[config.mk]
export PLATFORM = sky130hd
export DESIGN_NAME = link_selftest_seq
export DESIGN_NICKNAME = d
export VERILOG_FILES = /design/src/rtl/link_selftest_seq.sv
export SDC_FILE = /design/constraint.sdc
export NUM_CORES = 1
export LEC_CHECK = 0
export ABC_AREA = 0
export CELL_PAD_IN_SITES_DETAIL_PLACEMENT = 1
export CELL_PAD_IN_SITES_GLOBAL_PLACEMENT = 1
export CORE_MARGIN = 2
export CORE_UTILIZATION = 41
export CTS_CLUSTER_DIAMETER = 50
export DETAILED_ROUTE_END_ITERATION = 8
export GPL_TIMING_DRIVEN = 0
export HOLD_SLACK_MARGIN = 0.1
export PLACE_DENSITY = 0.93
export SLEW_MARGIN = 20
export SYNTH_ARGS = -nofsm -noshare
export SYNTH_HDL_FRONTEND = slang
export SYNTH_SLANG_ARGS = --single-unit
[constraint.sdc]
create_clock -name clk -period 10.52 [get_ports clk]
set_clock_uncertainty 0.2 [all_clocks]
set_input_delay 1.578 -clock clk [delete_from_list [all_inputs] [get_ports clk]]
set_output_delay 1.578 -clock clk [all_outputs]
set_load 0.005 [all_outputs]
[src/rtl/link_selftest_seq.sv]
module link_selftest_seq #(
  parameter int DIS_W   = 10,
  parameter int CAL_W   = 20,
  parameter int TS0_W   = 10,
  parameter int ID_W    = 4,
  parameter int SEQ_LEN = 12
) (
  input  logic             clk,
  input  logic             rst_n,
  input  logic             start_en,
  input  logic             skip_peer_wait,
  input  logic             peer_init_done,
  input  logic             cal_en,
  input  logic [DIS_W-1:0] dis_cnt,
  input  logic [CAL_W-1:0] cal_cnt,
  input  logic [TS0_W-1:0] ts0_cnt,
  input  logic [7:0]       ts1_cnt,
  input  logic [ID_W-1:0]  dev_id,
  output logic [2:0]       phase,
  output logic             drive_one,
  output logic             seq_start,
  output logic             seq_kind,
  output logic [ID_W-1:0]  seq_id,
  output logic             done
);
  localparam int CNT_W = (CAL_W > DIS_W) ? ((CAL_W > TS0_W) ? CAL_W : TS0_W)
                                         : ((DIS_W > TS0_W) ? DIS_W : TS0_W);
  localparam int SUB_W = (SEQ_LEN > 2) ? $clog2(SEQ_LEN) : 1;
  localparam logic [SUB_W-1:0] SUB_LAST = SUB_W'(SEQ_LEN - 1);

  typedef enum logic [2:0] {
    P_IDLE = 3'd0, P_WAIT = 3'd1, P_DIS = 3'd2, P_CAL = 3'd3,
    P_TS0 = 3'd4, P_TS1 = 3'd5, P_DONE = 3'd6
  } phase_t;

  phase_t           ph;
  logic [CNT_W-1:0] cnt;
  logic [SUB_W-1:0] sub;

  wire [CNT_W-1:0] cnt_nx   = cnt + 1'b1;
  wire             seq_end  = (sub == SUB_LAST);
  wire             dis_last = (cnt_nx >= CNT_W'(dis_cnt));
  wire             cal_last = (cnt_nx >= CNT_W'(cal_cnt));
  wire             ts0_zero = (ts0_cnt == '0);
  wire             ts0_last = (cnt_nx >= CNT_W'(ts0_cnt));
  wire             ts1_inf  = ts1_cnt[7];
  wire             ts1_zero = !ts1_inf && (ts1_cnt[6:0] == 7'd0);
  wire             ts1_last = (cnt_nx >= CNT_W'(ts1_cnt[6:0]));

  always_ff @(posedge clk or negedge rst_n) begin
    if (!rst_n) begin
      ph  <= P_IDLE;
      cnt <= '0;
      sub <= '0;
    end else if (!start_en) begin
      ph  <= P_IDLE;
      cnt <= '0;
      sub <= '0;
    end else begin
      case (ph)
        P_IDLE: ph <= P_WAIT;
        P_WAIT: if (skip_peer_wait || peer_init_done) ph <= P_DIS;
        P_DIS: begin
          if (dis_last) begin
            ph  <= cal_en ? P_CAL : P_TS0;
            cnt <= '0;
          end else cnt <= cnt_nx;
        end
        P_CAL: begin
          if (cal_last) begin
            ph  <= P_TS0;
            cnt <= '0;
          end else cnt <= cnt_nx;
        end
        P_TS0: begin
          if (ts0_zero) begin
            ph  <= P_TS1;
            cnt <= '0;
            sub <= '0;
          end else if (seq_end) begin
            sub <= '0;
            if (ts0_last) begin
              ph  <= P_TS1;
              cnt <= '0;
            end else cnt <= cnt_nx;
          end else sub <= sub + 1'b1;
        end
        P_TS1: begin
          if (ts1_zero) begin
            ph  <= P_DONE;
            cnt <= '0;
            sub <= '0;
          end else if (seq_end) begin
            sub <= '0;
            if (!ts1_inf) begin
              if (ts1_last) begin
                ph  <= P_DONE;
                cnt <= '0;
              end else cnt <= cnt_nx;
            end
          end else sub <= sub + 1'b1;
        end
        P_DONE: ph <= P_DONE;
        default: ph <= P_IDLE;
      endcase
    end
  end

  assign phase     = ph;
  assign drive_one = (ph == P_CAL);
  assign seq_start = (sub == '0) &&
                     (((ph == P_TS0) && !ts0_zero) || ((ph == P_TS1) && !ts1_zero));
  assign seq_kind  = (ph == P_TS1);
  assign seq_id    = (ph == P_TS0) ? dev_id : '0;
  assign done      = (ph == P_DONE);

  AST_ABORT_TO_IDLE: assert property (@(posedge clk) disable iff (!rst_n)
    !start_en |=> (phase == 3'd0 && !done));

  AST_WAIT_HOLD: assert property (@(posedge clk) disable iff (!rst_n)
    (start_en && phase == 3'd1 && !skip_peer_wait && !peer_init_done) |=> (phase == 3'd1));

  AST_DRIVE_NEEDS_CAL: assert property (@(posedge clk) disable iff (!rst_n)
    drive_one |-> cal_en);

  AST_STROBE_PULSE: assert property (@(posedge clk) disable iff (!rst_n)
    seq_start |=> !seq_start);

  AST_DONE_HELD: assert property (@(posedge clk) disable iff (!rst_n)
    (done && start_en) |=> done);

  AST_ENDLESS_TS1: assert property (@(posedge clk) disable iff (!rst_n)
    (start_en && phase == 3'd5 && ts1_cnt[7]) |=> (phase == 3'd5 && !done));
endmodule

==> results.py <==
metrics = {
    "outcome": {
        "status": "finished clean",
    },
    "run": {
        "cap_violations": 0,
    },
    "route": {
        "drtAntennaViolNets": 0,
        "drt-vias-per-instance": 5.79,
        "routed_wl_mm": 10.7,
        "wire_per_inst_um": 18.2,
        "first_iter_violations": 132,
        "drc": 0,
        "dr.pass1.iters": 4,
        "dr_total_vias": 3388,
    },
    "worst_hold_path": {
        "holdPathStages": 1,
        "min_to": "sub[0]",
        "hold_class": "register to register",
        "worstHoldStart": "sub[0]",
    },
    "final_layout": {
        "drive_above_1_share_pct": 6.83,
        "n_antenna_cell": 0,
        "syn_to_final_growth_pct": 26.2,
        "fin_area_sq_um": 4090,
        "num-nets-final": 592,
    },
    "worst_setup_path": {
        "slowest_stage": "nor4_1",
        "path_cells": "clkdlybuf4s50_1 > nor4_1 > a311oi_1 > nor2_1 > nor2_1 > clkdlybuf4s50_1",
        "worst_r2r_startpoint": "cnt[0]",
        "reg2reg_slack_ns": 5.76,
        "regToRegEndpoint": "cnt[2]",
        "cp_top_family": "buffers and inverters",
        "path_class": "primary input to output pin",
        "path_buf_inv": 2,
        "slowest_delay_ns": 0.49,
        "ff2ff_path_depth": 14,
        "worstPathRequired_ns": 8.74,
        "cp.arrival_ns": 3.50,
        "crit_fanout": 2,
        "endpoint_kind": "output pin",
        "critPathLaunchType": "primary input",
    },
    "synthesis": {
        "synth_most_common_cell": "inv_1",
        "avgSynthCellArea_sq_um": 7.88,
        "syn_inst": 411,
        "async_flop_share_pct": 100,
        "yosys_warnings": 0,
        "syn-num-nets": 519,
        "synth.area.top_cells": "dfrtp_1 (21%), ha_1 (19%), inv_1 (6.4%), nand2_1 (4.5%), a21o_1 (3.9%)",
        "synth_top_area_share_pct": 20.9,
        "synth_top_flop_cell": "dfrtp_1",
        "synth_area_sq_um": 3240,
        "yosysUniqueCellTypes": 56,
        "ys_top_cells_by_count": "inv_1 (55), ha_1 (50), nand2_1 (39)",
        "synth-seq-cells": 27,
        "synth_top_cell_by_area": "dfrtp_1",
        "yosysSeqAreaShare_pct": 20.9,
        "synth_edf_count": 0,
    },
    "sta": {
        "slew_headroom_pct": 35.0,
        "tightest_slew_ns": 0.964,
        "fin_crit_ns": 5.28,
        "setup_tns_ns": 0,
        "drv_slew": 0,
        "rsz0062_at_grt": "no",
        "timing.fmax_ghz": 0.189,
        "fin_crit_sh_pct": 50.2,
        "hold_viol": 0,
        "setup_viol": 0,
    },
    "clock_tree": {
        "cts_buffers": 3,
        "cts_tree": "built",
        "holdBufCountCts": 0,
        "cts_max_level": 1,
        "cts_buffer_depth": 2,
        "clock_latency_ns": 0.29,
        "cts.reportedPaths.clkPinSlew_ns": 0.11,
        "post_cts_resized": 0,
        "root_buffer": "clkbuf_8",
        "post-cts-setup-buffers": 0,
        "clock-sinks": 27,
    },
    "power_and_ir_drop": {
        "ir_drop_mv": 0.0445,
        "power.density_nw_per_um2": 106,
        "p_leak_nw": 2.14,
    },
    "floorplanning": {
        "die_area_sq_um": 8620,
        "die_h_um": 92.9,
        "die_x_um": 92.9,
        "core_sq_um": 7690,
        "initial_utilization_pct": 42.1,
        "core.rowCount": 32,
        "io_pins": 69,
    },
    "placement": {
        "placed_area_sq_um": 4040,
        "place_hpwl_mm": 8.56,
        "gp_congestion": 0.840,
        "port_buffers": 68,
    },
    "global_routing": {
        "grt_antenna_before_repair": 0,
        "groute.usage.overall_pct": 25.5,
        "grt_pass1_vias": 3704,
        "grt_pass1_wl_mm": 17.5,
        "grt_overflow": 0,
        "grt_start_max_net_pins": 28,
    },
}
[how the worst max path moves through the flow]
stage / start / to / slack (ns) / cells past startpoint
2_1_floorplan: ts0_cnt[7] / seq_start / 6.50 / 4
3_3_place_gp: ts0_cnt[7] / seq_start / 5.32 / 6
3_5_place_dp: ts0_cnt[7] / seq_start / 5.25 / 6
4_1_cts: ts0_cnt[7] / seq_start / 5.25 / 6
5_1_grt: ts0_cnt[7] / seq_start / 5.09 / 6
6_report: ts0_cnt[7] / seq_start / 5.24 / 6
[final cells by class]
cell class                      count  area, sq um
Multi-Input combinational cell    308         2230
Buffer                             21          120
Timing Repair Buffer               68          676
Tap cell                          102          128
Clock buffer                        4         45.0
Fill cell                         985         3600
Sequential cell                    27          676
Inverter                           55          206
[flip-flops by register name, summed over array words and instances, names as in the netlist]
name,flops
sub,4
cnt,20
phase,3
[stage by stage]
stage	total power (W)	instances	util (%)	hold WS (ns)	worst slack, ns
2_1_floorplan	0.000268	411	-	0.306	6.50
3_3_place_gp	0.000349	581	52.6	0.338	5.32
3_5_place_dp	0.000367	581	52.6	0.358	5.25
4_1_cts	0.000431	585	53.1	0.376	5.25
5_1_grt	0.000463	585	53.1	0.420	5.09
6_report	0.000433	585	53.1	0.376	5.24
[cells in the final DEF (no fill, tap or decap), types with 3 or more instances in the layout]
cell and n:
ha_1 50, buf_2 10, nor2b_1 6, clkbuf_8 3, o21ai_1 16, inv_1 55
and4_1 5, xor2_1 5, a31o_2 3, clkdlybuf4s50_1 67, nand4_1 14, nor3_1 8
a22o_1 7, a21o_1 17, nor4_1 8, a21oi_1 15, o21ai_0 14, nand2b_1 5
dfrtp_1 27, nor2_1 20, nand2_1 39, and3_1 7, clkbuf_1 9, nand3_1 16
xnor2_1 12, buf_6 4
[layer usage]
metal | GRT usage, % | vias up | part of all wire [%]
li1 | - | 1604 | -
met1 | 28.0 | 1659 | 40
met2 | 49.8 | 94 | 54
met3 | 3.58 | 31 | 3.8
met4 | 7.97 | 0 | 2.7
met5 | 0 | - | 0
[kinds of logic (layout without fill, tap and decap cells)]
logic type               count (synthesis)  in the layout  synth area share (%)
AND/OR/NAND/NOR                        141            141                  24.0
flip-flops                              27             27                  20.9
XOR/XNOR                                17             17                  4.60
multiplexers                             3              3                 0.966
buffers and inverters                   76            148                  10.1
adder cells (fa/ha/maj)                 50             50                  19.3
AO/OA/AOI/OAI                           97             97                  20.2
[where the power goes]
part	leakage [nW]	internal (W)	switching, W	total, W
clock network	0.0228	0.0000274	0.0000386	0.0000660
registers	0.373	0.000113	0.0000114	0.000125
logic	1.74	0.000108	0.000135	0.000243
Note: power is estimated with default switching activity, not from simulation.
